**src/rtl/i3cst_pkg.sv**
```systemverilog
package i3cst_pkg;
  localparam int STAT_W = 8;
  localparam int LVL_N  = 5;

  // level vector order: bus free, i3c mode, hdr mode, tx empty, rx full
  localparam logic [LVL_N-1:0] LVL_RST = 5'b10010;

  typedef enum logic [1:0] {
    XK_PRIV   = 2'b00,
    XK_LEGACY = 2'b01,
    XK_CCC    = 2'b10,
    XK_IBI_HJ = 2'b11
  } xfer_kind_e;

  localparam logic [1:0] DIR_IDLE = 2'b00;
  localparam logic [1:0] DIR_RD   = 2'b01;
  localparam logic [1:0] DIR_WR   = 2'b10;
endpackage

```
**src/rtl/i3cst_wake_gate.sv**
```systemverilog
module i3cst_wake_gate #(
  parameter int WAKE_TICKS = 2,
  localparam int CW = $clog2(WAKE_TICKS + 1)
) (
  input  logic clk,
  input  logic rst_n,
  input  logic sleep_i,
  input  logic tick_i,
  output logic hw_en_o
);
  logic          frozen_q;
  logic [CW-1:0] cnt_q;
  logic          last_tick;

  assign last_tick = tick_i && (cnt_q == CW'(WAKE_TICKS - 1));
  assign hw_en_o   = !sleep_i && (!frozen_q || last_tick);

  always_ff @(posedge clk or negedge rst_n) begin
    if (!rst_n) begin
      frozen_q <= 1'b0;
      cnt_q    <= '0;
    end else if (sleep_i) begin
      frozen_q <= 1'b1;
      cnt_q    <= '0;
    end else if (frozen_q && tick_i) begin
      if (last_tick) begin
        frozen_q <= 1'b0;
        cnt_q    <= '0;
      end else begin
        cnt_q <= cnt_q + 1'b1;
      end
    end
  end

  // the count of ticks seen while frozen stays below the limit
  p_cnt_bound_r12: assert property (@(posedge clk) disable iff (!rst_n)
    cnt_q < CW'(WAKE_TICKS));
  // a sleeping cycle always leaves the gate frozen
  p_sleep_freezes_r11: assert property (@(posedge clk) disable iff (!rst_n)
    sleep_i |=> frozen_q);
endmodule

```
**src/rtl/i3cst_level_bits.sv**
```systemverilog
module i3cst_level_bits #(
  parameter int NL = 5,
  parameter logic [NL-1:0] RST_VAL = '0
) (
  input  logic          clk,
  input  logic          rst_n,
  input  logic          hw_en_i,
  input  logic [NL-1:0] lvl_i,
  output logic [NL-1:0] lvl_q
);
  for (genvar g = 0; g < NL; g++) begin : g_bit
    always_ff @(posedge clk or negedge rst_n) begin
      if (!rst_n)       lvl_q[g] <= RST_VAL[g];
      else if (hw_en_i) lvl_q[g] <= lvl_i[g];
    end
  end

  // an enabled cycle makes the stored levels match the sampled inputs
  p_follow_r2: assert property (@(posedge clk) disable iff (!rst_n)
    hw_en_i |=> lvl_q == $past(lvl_i));
endmodule

```
**src/rtl/i3cst_event_bits.sv**
```systemverilog
module i3cst_event_bits
  import i3cst_pkg::*;
(
  input  logic       clk,
  input  logic       rst_n,
  input  logic       hw_en_i,
  input  logic       sw_wr_i,
  input  logic       sw_rstdet_i,
  input  logic [1:0] sw_dir_keep_i,
  input  logic       rst_pat_i,
  input  logic       ack_i,
  input  xfer_kind_e kind_i,
  input  logic       rd_i,
  input  logic       idle_i,
  output logic       rstdet_q,
  output logic [1:0] dir_q
);
  logic capture;
  assign capture = ack_i && (kind_i == XK_PRIV || kind_i == XK_LEGACY);

  always_ff @(posedge clk or negedge rst_n) begin
    if (!rst_n)                     rstdet_q <= 1'b0;
    else if (sw_wr_i)               rstdet_q <= sw_rstdet_i;
    else if (hw_en_i && rst_pat_i)  rstdet_q <= 1'b1;
  end

  always_ff @(posedge clk or negedge rst_n) begin
    if (!rst_n)                   dir_q <= DIR_IDLE;
    else if (sw_wr_i)             dir_q <= dir_q & sw_dir_keep_i;
    else if (hw_en_i && capture)  dir_q <= rd_i ? DIR_RD : DIR_WR;
    else if (hw_en_i && idle_i)   dir_q <= DIR_IDLE;
  end

  // reserved direction code is never held
  p_no_reserved_r10: assert property (@(posedge clk) disable iff (!rst_n)
    dir_q != 2'b11);
  // flag stays set without a write
  p_sticky_r4: assert property (@(posedge clk) disable iff (!rst_n)
    (rstdet_q && !sw_wr_i) |=> rstdet_q);
  // a write decides the flag regardless of a same-cycle pattern pulse
  p_write_wins_r9: assert property (@(posedge clk) disable iff (!rst_n)
    sw_wr_i |=> rstdet_q == $past(sw_rstdet_i));
  // filtered kinds leave direction alone
  p_filter_r6: assert property (@(posedge clk) disable iff (!rst_n)
    (ack_i && kind_i[1] && !idle_i && !sw_wr_i) |=> $stable(dir_q));
  // software never raises a direction bit
  p_sw_no_set_r8: assert property (@(posedge clk) disable iff (!rst_n)
    sw_wr_i |=> (dir_q & ~$past(dir_q)) == 2'b00);
endmodule

```
**src/rtl/i3c_tgt_status.sv**
```systemverilog
module i3c_tgt_status
  import i3cst_pkg::*;
#(
  parameter int WAKE_TICKS = 2
) (
  input  logic        clk,
  input  logic        rst_n,
  input  logic        tick_i,
  input  logic        sleep_i,
  input  logic        bus_free_i,
  input  logic        mode_i3c_i,
  input  logic        mode_hdr_i,
  input  logic        tx_empty_i,
  input  logic        rx_full_i,
  input  logic        rst_pat_i,
  input  logic        xfer_ack_i,
  input  logic [1:0]  xfer_kind_i,
  input  logic        xfer_rd_i,
  input  logic        idle_i,
  input  logic        reg_wr_i,
  input  logic [7:0]  reg_wdata_i,
  output logic [7:0]  rd_data_o
);
  logic             hw_en;
  logic [LVL_N-1:0] lvl_q;
  logic             rstdet_q;
  logic [1:0]       dir_q;

  i3cst_wake_gate #(.WAKE_TICKS(WAKE_TICKS)) u_gate (
    .clk     (clk),
    .rst_n   (rst_n),
    .sleep_i (sleep_i),
    .tick_i  (tick_i),
    .hw_en_o (hw_en)
  );

  i3cst_level_bits #(.NL(LVL_N), .RST_VAL(LVL_RST)) u_lvl (
    .clk     (clk),
    .rst_n   (rst_n),
    .hw_en_i (hw_en),
    .lvl_i   ({bus_free_i, mode_i3c_i, mode_hdr_i, tx_empty_i, rx_full_i}),
    .lvl_q   (lvl_q)
  );

  i3cst_event_bits u_evt (
    .clk           (clk),
    .rst_n         (rst_n),
    .hw_en_i       (hw_en),
    .sw_wr_i       (reg_wr_i),
    .sw_rstdet_i   (reg_wdata_i[4]),
    .sw_dir_keep_i (reg_wdata_i[1:0]),
    .rst_pat_i     (rst_pat_i),
    .ack_i         (xfer_ack_i),
    .kind_i        (xfer_kind_e'(xfer_kind_i)),
    .rd_i          (xfer_rd_i),
    .idle_i        (idle_i),
    .rstdet_q      (rstdet_q),
    .dir_q         (dir_q)
  );

  assign rd_data_o = {lvl_q[4], lvl_q[3], lvl_q[2], rstdet_q,
                      lvl_q[1], lvl_q[0], dir_q};

  // a sleeping cycle changes no read-only bit
  p_sleep_hold_r11: assert property (@(posedge clk) disable iff (!rst_n)
    sleep_i |=> ({rd_data_o[7:5], rd_data_o[3:2]} ==
                 $past({rd_data_o[7:5], rd_data_o[3:2]})));
  // in sleep without a write the whole byte holds
  p_sleep_all_r11: assert property (@(posedge clk) disable iff (!rst_n)
    (sleep_i && !reg_wr_i) |=> rd_data_o == $past(rd_data_o));
endmodule

```
**config.mk**
```make
export PLATFORM = sky130hd
export DESIGN_NAME = i3c_tgt_status
export DESIGN_NICKNAME = d
export VERILOG_FILES = /design/src/rtl/i3cst_pkg.sv /design/src/rtl/i3cst_wake_gate.sv /design/src/rtl/i3cst_level_bits.sv /design/src/rtl/i3cst_event_bits.sv /design/src/rtl/i3c_tgt_status.sv
export SDC_FILE = /design/constraint.sdc
export NUM_CORES = 1
export LEC_CHECK = 0
export ABC_AREA = 1
export CORE_MARGIN = 2
export CORE_UTILIZATION = 37
export DETAILED_ROUTE_END_ITERATION = 12
export PLACE_DENSITY = 0.76
export SYNTH_ARGS = -nofsm -noshare
export SYNTH_HDL_FRONTEND = slang
export SYNTH_SLANG_ARGS = --single-unit
export TNS_END_PERCENT = 50
```
**constraint.sdc**
```tcl
create_clock -name clk -period 2.29 [get_ports clk]
set_input_delay 0.229 -clock clk [delete_from_list [all_inputs] [get_ports clk]]
set_output_delay 0.229 -clock clk [all_outputs]
set_load 0.01 [all_outputs]
```
# After elaboration in Yosys (flattened, before gate mapping)
# Index checks and enable logic that the tools add are counted.
# word_totals
out_inout_bits,8
regBits,11
inputBits,24
# op_classes
bitwise,1
reduce_logical,17
n_eq_ne,2
addsub,1
muxes,12
# ops
operator,count
$mux W2,7
$logic_and A1 B1 Y1,7
$reduce_bool A2 Y1,3
$mux W1,5
$eq A2 B1 Y1 const B,2
$reduce_bool A3 Y1,1
$add A2 B1 Y2 const B,1
$and A2 B2 Y2,1
$logic_not A1 Y1,2
$logic_not A2 Y1,1
$logic_or A1 B1 Y1,2
$reduce_and A2 Y1,1

# Longest topological paths before layout
# Gate-level depths: netlist (run 1).
# logic_depth
ltp_word,8
ltp_mapped,7
depth_no_buf,7

# Cells and area by module
# A second synthesis (run 1) with hierarchy kept.
# unflattened
hier_cells,58
hier_area_um2,488.0
# by_module_without_submodules
mod,n_inst,seq_area_each_um2,area_each_um2,cells_per_inst
i3cst_level_bits,1,127.6,187.7,21
i3cst_event_bits,1,75.1,162.7,22
i3cst_wake_gate,1,75.1,130.1,14
i3c_tgt_status,1,0.0,7.5,1

# Worst setup path before layout (run 1)
# No wires, ideal clock.
# synth_timing
kind,flip-flop to flip-flop
startpoint,register u_gate.cnt_q[1]
endpoint,register u_evt.dir_q[1]
period_less_slack_ps,963
stages_incl_launch_ff,7
slack_ps,1327
arrival_time_ps,841
setup_time_ps,122
path_cell_list,dfrtp_1 -> inv_1 -> nand3_2 -> nand2_2 -> nand2_4 -> nor3_1 -> nor2_1
# synth_via
elab_chain_len,7
elab_cells_between_ends,9
# synth_rtl
item,line,rtl
from (decl),i3cst_wake_gate.sv:12,logic [CW-1:0] cnt_q;
from (signal assigned),i3cst_wake_gate.sv:30,cnt_q <= cnt_q + 1'b1;
$eq A2 B1 Y1 *,i3cst_wake_gate.sv:15,assign last_tick = tick_i && (cnt_q == CW'(WAKE_TICKS - 1));
$logic_and A1 B1 Y1 *,i3cst_wake_gate.sv:15,
$logic_or A1 B1 Y1 *,i3cst_wake_gate.sv:16,assign hw_en_o = !sleep_i && (!frozen_q || last_tick);
$logic_and A1 B1 Y1 *,i3cst_wake_gate.sv:16,
$logic_and A1 B1 Y1,i3cst_event_bits.sv:30,else if (hw_en_i && capture) dir_q <= rd_i ? DIR_RD : DIR_WR;
$mux W2,i3cst_event_bits.sv:30,
$mux W2,i3cst_event_bits.sv:29,else if (sw_wr_i) dir_q <= dir_q & sw_dir_keep_i;
to (signal assigned),i3cst_event_bits.sv:29,
to (signal assigned),i3cst_event_bits.sv:30,
to (decl),i3cst_event_bits.sv:16,output logic [1:0] dir_q
# Every way passes the cells marked *; elsewhere a longest branch is shown, timed or not.
# A chain may end at the register's enable or synchronous reset.

# Worst setup path after layout (run 1)
# layout_timing
startpoint,register u_lvl.lvl_q[1]
endpoint,output port rd_data_o[3]
# layout_rtl
item,line,rtl
from (decl),i3cst_level_bits.sv:9,output logic [NL-1:0] lvl_q
"from (signal, indexed assignment)",i3cst_level_bits.sv:13,if (!rst_n) lvl_q[g] <= RST_VAL[g];
"from (signal, indexed assignment)",i3cst_level_bits.sv:14,else if (hw_en_i) lvl_q[g] <= lvl_i[g];
to (decl),i3c_tgt_status.sv:22,output logic [7:0] rd_data_o
# No word-level cell between the ends.

==> flow_summary.rst, run 1 <==
.. list-table::
   :header-rows: 1

   * - Metric
     - Value
   * - ANT cells
     - 0
   * - Routed wire length per instance
     - 11.0 µm
   * - Final setup viols
     - 0
   * - Die boundary height
     - 41.6 µm
   * - Cell variety after synth
     - 20
   * - Final weighted congestion in routability-driven placement
     - 0.706
   * - First-pass GRT wire length
     - just under 2000 µm
   * - Placed Instances
     - 98
   * - Largest area contributor in the synthesized netlist
     - sky130_fd_sc_hd__dfrtp_1
   * - Most numerous cell in the Yosys netlist
     - sky130_fd_sc_hd__nand2_1
   * - Initial DRT Pass Iterations
     - 4
   * - Worst hold path type
     - primary input to asynchronous set/reset pin
   * - YS warnings
     - 0
   * - Number of flops mapped to enable cells by yosys
     - 0
   * - Core Region
     - 0.00130 mm²
   * - Drt initial violations
     - 6
   * - Tightest slew margin relative to the limit
     - 67.6%
   * - # port buffers
     - 25
   * - Share of the clock period used by the worst path after layout
     - roughly two thirds
   * - Synthesized cell area
     - 522 µm²
   * - Largest fanout on the critical path
     - 2
   * - Die width
     - 41.6 µm
   * - Detail-routed via count per cell
     - 4.75
   * - Cell-by-cell trace of the critical path
     - clkdlybuf4s50_1
   * - Top area cells in the synthesized netlist
     - sky130_fd_sc_hd__dfrtp_1 43%, sky130_fd_sc_hd__nand2_1 15%, sky130_fd_sc_hd__dfstp_2 10%, sky130_fd_sc_hd__inv_1 4.3%, sky130_fd_sc_hd__nor2_1 3.6%
   * - Number of standard-cell rows in the floorplan
     - 13
   * - WS Path Type
     - register to output pin
   * - Result of the run
     - finished, final reports clean
   * - Post-synthesis sequential area ratio
     - 53.2%
   * - Clock Tree Buf Depth
     - 2
   * - Cell with the largest stage delay on the worst path
     - sky130_fd_sc_hd__dfstp_2
   * - H-tree levels
     - 1
   * - Post-route clock skew
     - 3.59 ps
   * - Worst setup EP type
     - output pin
   * - Area share of the largest cell type after synthesis
     - 43.2%
   * - GRT overflow
     - 0
   * - Post-synth ARST share
     - 100%
   * - Number of nets in the layout
     - 112
   * - Number of buffers inserted by hold repair at cts
     - 0
   * - Cell leakage power
     - 0.380 nW
   * - Worst vdd ir
     - around 600 µV
   * - Register bit count reported by yosys
     - 11
   * - CTS sink cnt
     - 11
   * - Post-cts resize count
     - 0
   * - Total DRC errors in the routed layout
     - 0
   * - Max-slew violation count
     - 0
   * - Largest net degree at the start of global routing
     - 12
   * - Start point of the critical path
     - u_lvl.lvl_q[1]
   * - Number of clock buffers inserted by TritonCTS
     - 3
   * - Total die area
     - approximately 0.0017 mm²
   * - Tightest Pin Transition
     - between 400 and 500 ps
   * - Number of antenna violations at the first check in global routing
     - 0
   * - Top cell types by occurrence after synthesis
     - 21 x sky130_fd_sc_hd__nand2_1, 9 x sky130_fd_sc_hd__dfrtp_1, 6 x sky130_fd_sc_hd__inv_1
   * - Avg Cell Area, Syn
     - just under 9 µm²
   * - Biggest cell delay along the critical path
     - 540 ps
   * - Number of buffers and inverters on the critical path
     - 1
   * - Crit path time final
     - approximately 1600 ps
   * - Endpoint required time on the critical path
     - 2060 ps
   * - Number of global-route vias before repair
     - between 400 and 500
   * - Initial Utilization
     - 40.1%
   * - Startpoint of the worst register-to-register path
     - u_gate.cnt_q[1]
   * - Reg clk slew, reported paths
     - 70 ps
   * - Total routed wirelength
     - 1130 µm
   * - Fraction of layout instances using a drive strength above 1
     - 13.8%
   * - TritonCTS clock tree
     - built
   * - GRT Total Usage
     - 14.5%
   * - Maximum achievable frequency
     - 642 MHz
   * - Final HPWL from detailed placement
     - a little over 900 µm
   * - RSZ-0062 raised after global routing
     - false
   * - Total placed instance area
     - slightly below 800 µm²
   * - P&R area growth vs syn
     - 55.2%
   * - Non-filler instance count after layout
     - just over 100
   * - Later-pin clock latency in the skew report
     - around 260 ps
   * - Buffer cell driving the clock tree root
     - sky130_fd_sc_hd__clkbuf_4
   * - Number of vias in the routed layout
     - 484
   * - Setup TNS after final layout
     - 0 ps
   * - Delay-heaviest family, CP
     - flip-flops
   * - Predominant post-synthesis flop cell
     - sky130_fd_sc_hd__dfrtp_1
   * - Synthesized netlist net count
     - 83
   * - Layout Utilization
     - 62.2%
   * - CP Data Arrival Time
     - 1330 ps
   * - Layout Cell Area excl Fill
     - roughly 810 µm²
   * - Number of post-CTS setup repair buffers
     - 0
   * - Remaining number of nets flagged by the antenna check after routing
     - 0
   * - Type of element launching the critical path
     - register
   * - Hold Vio Cnt, Final
     - 0
   * - Cells after synthesis
     - 59
   * - Max-cap check violation count
     - 0
   * - Pwr/cell area
     - roughly 910 mW/mm²
   * - I/O pin total
     - 32
-- cell families (layout without fill, tap and decap cells) --
group / Yosys count / after routing / synth area share (%)
buf+inv: 7 / 35 / 5.76
simple gates: 33 / 33 / 28.5
flops: 11 / 11 / 53.2
compound gates: 8 / 8 / 12.5
-- report_power, final --
| part | switching [mW] | internal (mW) | total (mW) |
|---|---|---|---|
| Combinational | 0.125 | 0.161 | 0.286 |
| Sequential | 0.0476 | 0.272 | 0.320 |
| Clock | 0.0637 | 0.0673 | 0.131 |
-- flip-flops by register name, indices dropped and copies added (netlist names) --
| name | flops |
|---|---|
| u_gate.frozen_q | 1 |
| u_evt.dir_q | 2 |
| u_lvl.lvl_q | 5 |
| u_gate.cnt_q | 2 |
| u_evt.rstdet_q | 1 |
-- path summary, 6_finish.rpt --
check                                  to  slack (ps)  cells past startpoint
max in group asynchronous  u_lvl.lvl_q[1]        1650                      1
setup / recovery             rd_data_o[3]         730                      1
min in group clk           u_lvl.lvl_q[4]         470                      3
hold / removal             u_lvl.lvl_q[2]         290                      1
hold reg to reg            u_lvl.lvl_q[4]         470                      2
setup reg to reg           u_evt.dir_q[1]        1210                      6
-- cell usage in the layout (no fill, tap or decap), drive strengths merged, types with 2 or more instances in the layout --
cell           instances
inv                    6
nor2                   6
clkdlybuf4s50         25
clkbuf                 4
a21oi                  3
dfrtp                  9
dfstp                  2
nand2                 24
-- per-stage QoR --
| stage | hold slack [ps] | worst slack [ps] | power (mW) |
|---|---|---|---|
| floorplan | -66.6 | 1330 | 0.447 |
| global placement | 457 | 890 | 0.601 |
| detailed placement | 462 | 864 | 0.609 |
| CTS | 303 | 724 | 0.746 |
| global route | 339 | 687 | 0.787 |
| finish | 290 | 734 | 0.736 |
-- area by class of cell --
cell class,count,area (µm²)
multi-input cells,41,214
clock buffers,4,26.3
repair buffers,25,250
flip-flops and latches,11,278
inverters,6,22.5
fillers,124,492
well taps,15,18.8
-- layer usage --
metal  up-vias  global-route usage (%)  part of all wire (%)
met4         0                    3.87                     0
li1        244                       -                     -
met2        14                    26.3                    57
met5         -                       0                     0
met1       226                    16.2                    39
met3         0                    4.35                   4.3
No activity file was read; power rests on OpenSTA's default activity.
==> inputs of run 2 (changes only) <==
--- a/config.mk
+++ b/config.mk
@@ -7,9 +7,9 @@
 export LEC_CHECK = 0
 export ABC_AREA = 1
 export CORE_MARGIN = 2
-export CORE_UTILIZATION = 37
+export CORE_UTILIZATION = 35
 export DETAILED_ROUTE_END_ITERATION = 12
-export PLACE_DENSITY = 0.76
+export PLACE_DENSITY = 0.73
 export SYNTH_ARGS = -nofsm -noshare
 export SYNTH_HDL_FRONTEND = slang
 export SYNTH_SLANG_ARGS = --single-unit
==> constraint.sdc (replaced) <==
create_clock -name clk -period 1.6 [get_ports clk]
set_input_delay 0.16 -clock clk [delete_from_list [all_inputs] [get_ports clk]]
set_output_delay 0.16 -clock clk [all_outputs]
set_load 0.01 [all_outputs]
==> run 2 against run 1 <==
Against the previous run: total power rose by 42%; core utilization down 2.2 points; critical path depth stayed put; final area unchanged; combinational power rose by 42%; largest cell class unchanged.
==> flow_summary.rst, run 2 (same netlist as run 1, synthesis figures left out) <==
.. list-table::
   :header-rows: 1

   * - Metric
     - Value
   * - Result of the run
     - finished, final reports clean (unchanged)
   * - Largest registers
     - u_lvl.lvl_q: 5 flops, u_evt.dir_q: 2 flops, u_gate.cnt_q: 2 flops (unchanged)
   * - WS Path Type
     - register to output pin (unchanged)
   * - Placed Instances
     - 98 (unchanged)
   * - Cell leakage power
     - 0.380 nW (unchanged)
   * - Tightest slew margin relative to the limit
     - 65.4% (was 67.6%)
   * - Footprint of the multi-input gates
     - 214 µm² (unchanged)
   * - Number of clock buffers inserted by TritonCTS
     - 3 (unchanged)
   * - Worst Hold Slack
     - 239 ps (was 290 ps)
   * - RSZ-0062 raised after global routing
     - false (unchanged)
   * - GRT Total Usage
     - 14.4% (was 14.5%)
   * - Pwr/cell area
     - 1290 mW/mm² (was 910 mW/mm²)
   * - Maximum achievable frequency
     - 675 MHz
   * - Die boundary height
     - 42.6 µm (was 41.6 µm)
   * - Worst flop-to-flop path endpoint
     - u_evt.rstdet_q (was u_evt.dir_q[1])
   * - Clock Tree Buf Depth
     - 2 (unchanged)
   * - Final setup viols
     - 0 (unchanged)
   * - H-tree levels
     - 1 (unchanged)
   * - Reg clk slew, reported paths
     - 70 ps (about the same)
   * - Crit path time final
     - 1480 ps
   * - CTS sink cnt
     - 11 (unchanged)
   * - GRT overflow
     - 0 (unchanged)
   * - Largest register FFs
     - 5 (unchanged)
   * - Drt initial violations
     - 4 (was 6)
   * - Final weighted congestion in routability-driven placement
     - 0.688 (was 0.706)
   * - Fraction of layout instances using a drive strength above 1
     - 13.8% (unchanged)
   * - Detail-routed via count per cell
     - 4.64 (was 4.75)
   * - Post-cts resize count
     - 0 (unchanged)
   * - Die width
     - 42.6 µm (was 41.6 µm)
   * - P&R area growth vs syn
     - 55.2% (unchanged)
   * - Reg with most FFs
     - u_lvl.lvl_q (unchanged)
   * - Final HPWL from detailed placement
     - 874 µm (was 907 µm)
   * - Number of antenna violations at the first check in global routing
     - 0 (unchanged)
   * - Worst setup path endpoint
     - rd_data_o[7] (was rd_data_o[3])
   * - Core Region
     - 0.00135 mm² (was 0.00130 mm²)
   * - Worst reg2reg setup slack
     - 520 ps (was 1210 ps)
   * - Most common cell after layout, fill and taps aside
     - sky130_fd_sc_hd__clkdlybuf4s50_1 (unchanged)
   * - Endpoint required time on the critical path
     - 1440 ps (was 2060 ps)
   * - Area taken by flip-flops and latches
     - 278 µm² (unchanged)
   * - Total DRC errors in the routed layout
     - 0 (unchanged)
   * - Place WS
     - 214 ps (was 864 ps)
   * - Number of standard-cell rows in the floorplan
     - 13 (unchanged)
   * - Cell with the largest stage delay on the worst path
     - sky130_fd_sc_hd__dfstp_2 (unchanged)
   * - Total routed wirelength
     - 1130 µm (about the same)
   * - Worst setup EP type
     - output pin (unchanged)
   * - Post-route clock skew
     - 2.52 ps (was 3.59 ps)
   * - Most frequent cells in the layout
     - 25 x sky130_fd_sc_hd__clkdlybuf4s50_1, 21 x sky130_fd_sc_hd__nand2_1, 9 x sky130_fd_sc_hd__dfrtp_1, 6 x sky130_fd_sc_hd__inv_1, 5 x sky130_fd_sc_hd__nor2_1 (unchanged)
   * - Start point of the critical path
     - u_lvl.lvl_q[4] (was u_lvl.lvl_q[1])
   * - Share of the clock period used by the worst path after layout
     - around 93%
   * - Setup TNS after final layout
     - 0 ps (unchanged)
   * - Worst hold path type
     - primary input to asynchronous set/reset pin (unchanged)
   * - Initial Utilization
     - 38.6% (was 40.1%)
   * - I/O pin total
     - 32 (unchanged)
   * - Total of fill cells in the finished design
     - 124 (unchanged)
   * - Max-slew violation count
     - 0 (unchanged)
   * - Cell-by-cell trace of the critical path
     - clkdlybuf4s50_1 (unchanged)
   * - Later-pin clock latency in the skew report
     - 260 ps (about the same)
   * - Tightest Pin Transition
     - 518 ps (was 485 ps)
   * - Hold Vio Cnt, Final
     - 0 (unchanged)
   * - CP Data Arrival Time
     - 1320 ps (was 1330 ps)
   * - Cells on worst reg2reg path
     - 5 (was 6)
   * - ANT cells
     - 0 (unchanged)
   * - Number of gates on the worst path with buffers counted
     - 1 (unchanged)
   * - Non-filler instance count after layout
     - 102 (unchanged)
   * - Routed wire length per instance
     - 11.1 µm (was 11.0 µm)
   * - TritonCTS clock tree
     - built (unchanged)
   * - Number of buffers inserted by hold repair at cts
     - 0 (unchanged)
   * - Buffer cell driving the clock tree root
     - sky130_fd_sc_hd__clkbuf_4 (unchanged)
   * - Number of nets in the layout
     - 112 (unchanged)
   * - Number of global-route vias before repair
     - 451 (was 473)
   * - Largest fanout on the critical path
     - 2 (unchanged)
   * - Number of post-CTS setup repair buffers
     - 0 (unchanged)
   * - Initial DRT Pass Iterations
     - 4 (unchanged)
   * - Delay-heaviest family, CP
     - flip-flops (unchanged)
   * - Type of element launching the critical path
     - register (unchanged)
   * - # port buffers
     - 25 (unchanged)
   * - Min setup slack post-route
     - 119 ps (was 734 ps)
   * - Number of buffers and inverters on the critical path
     - 1 (unchanged)
   * - Max-cap check violation count
     - 0 (unchanged)
   * - Worst vdd ir
     - 707 µV (was 592 µV)
   * - Remaining number of nets flagged by the antenna check after routing
     - 0 (unchanged)
   * - Total die area
     - 0.00182 mm² (was 0.00173 mm²)
   * - Number of vias in the routed layout
     - 473 (was 484)
   * - Tot Pwr
     - 1.05 mW (was 0.736 mW)
   * - First-pass GRT wire length
     - 1940 µm (unchanged)
   * - Startpoint of the worst register-to-register path
     - u_gate.cnt_q[1] (unchanged)
   * - Largest net degree at the start of global routing
     - 12 (unchanged)
   * - Biggest cell delay along the critical path
     - 530 ps (was 540 ps)
run 2: cell counts in the layout (fill, tap and decap cells not counted):
Identical to the previous run, type by type.
run 2: worst min-delay path by stage:
stage | end | cells after the start | startpoint | slack, ps
floorplan | u_evt.dir_q[0] | 0 | rst_n | -140
global placement | u_lvl.lvl_q[4] | 2 | u_lvl.lvl_q[4] | 450
detailed placement | u_lvl.lvl_q[1] | 2 | u_lvl.lvl_q[1] | 460
CTS | u_gate.cnt_q[1] | 1 | rst_n | 240
global route | u_gate.cnt_q[1] | 1 | rst_n | 260
finish | u_gate.cnt_q[0] | 1 | rst_n | 240
run 2: report_power, final:
part | leakage (nW) | switching, mW | total, mW | internal [mW]
sequential | 0.132 | 0.0645 | 0.454 | 0.389
clock | 0.0150 | 0.0890 | 0.185 | 0.0962
combinational | 0.233 | 0.177 | 0.407 | 0.230
run 2: final cells by class:
class                      instances  area share, %
sequential                        11           34.3
timing repair buffer              25           30.9
multi-input combinational         41           26.4
clock buffer                       4           3.25
inverter                           6           2.78
tap                               15           2.32
run 2: per-stage QoR:
step,instance area (µm²),util [%]
after global routing,810,60.0
after floorplan,522,-
after detailed placement,783,58.0
after CTS,810,60.0
after global placement,783,58.0
final,810,60.0
run 2: routing by layer:
| layer | vias up | wire (µm) | GRT usage (%) |
|---|---|---|---|
| met2 | 16 | 527 | 23.4 |
| met4 | 0 | 0 | 3.75 |
| met5 | - | 0 | 0 |
| met3 | 0 | 76 | 5.17 |
| met1 | 215 | 526 | 18.0 |
| li1 | 242 | - | - |
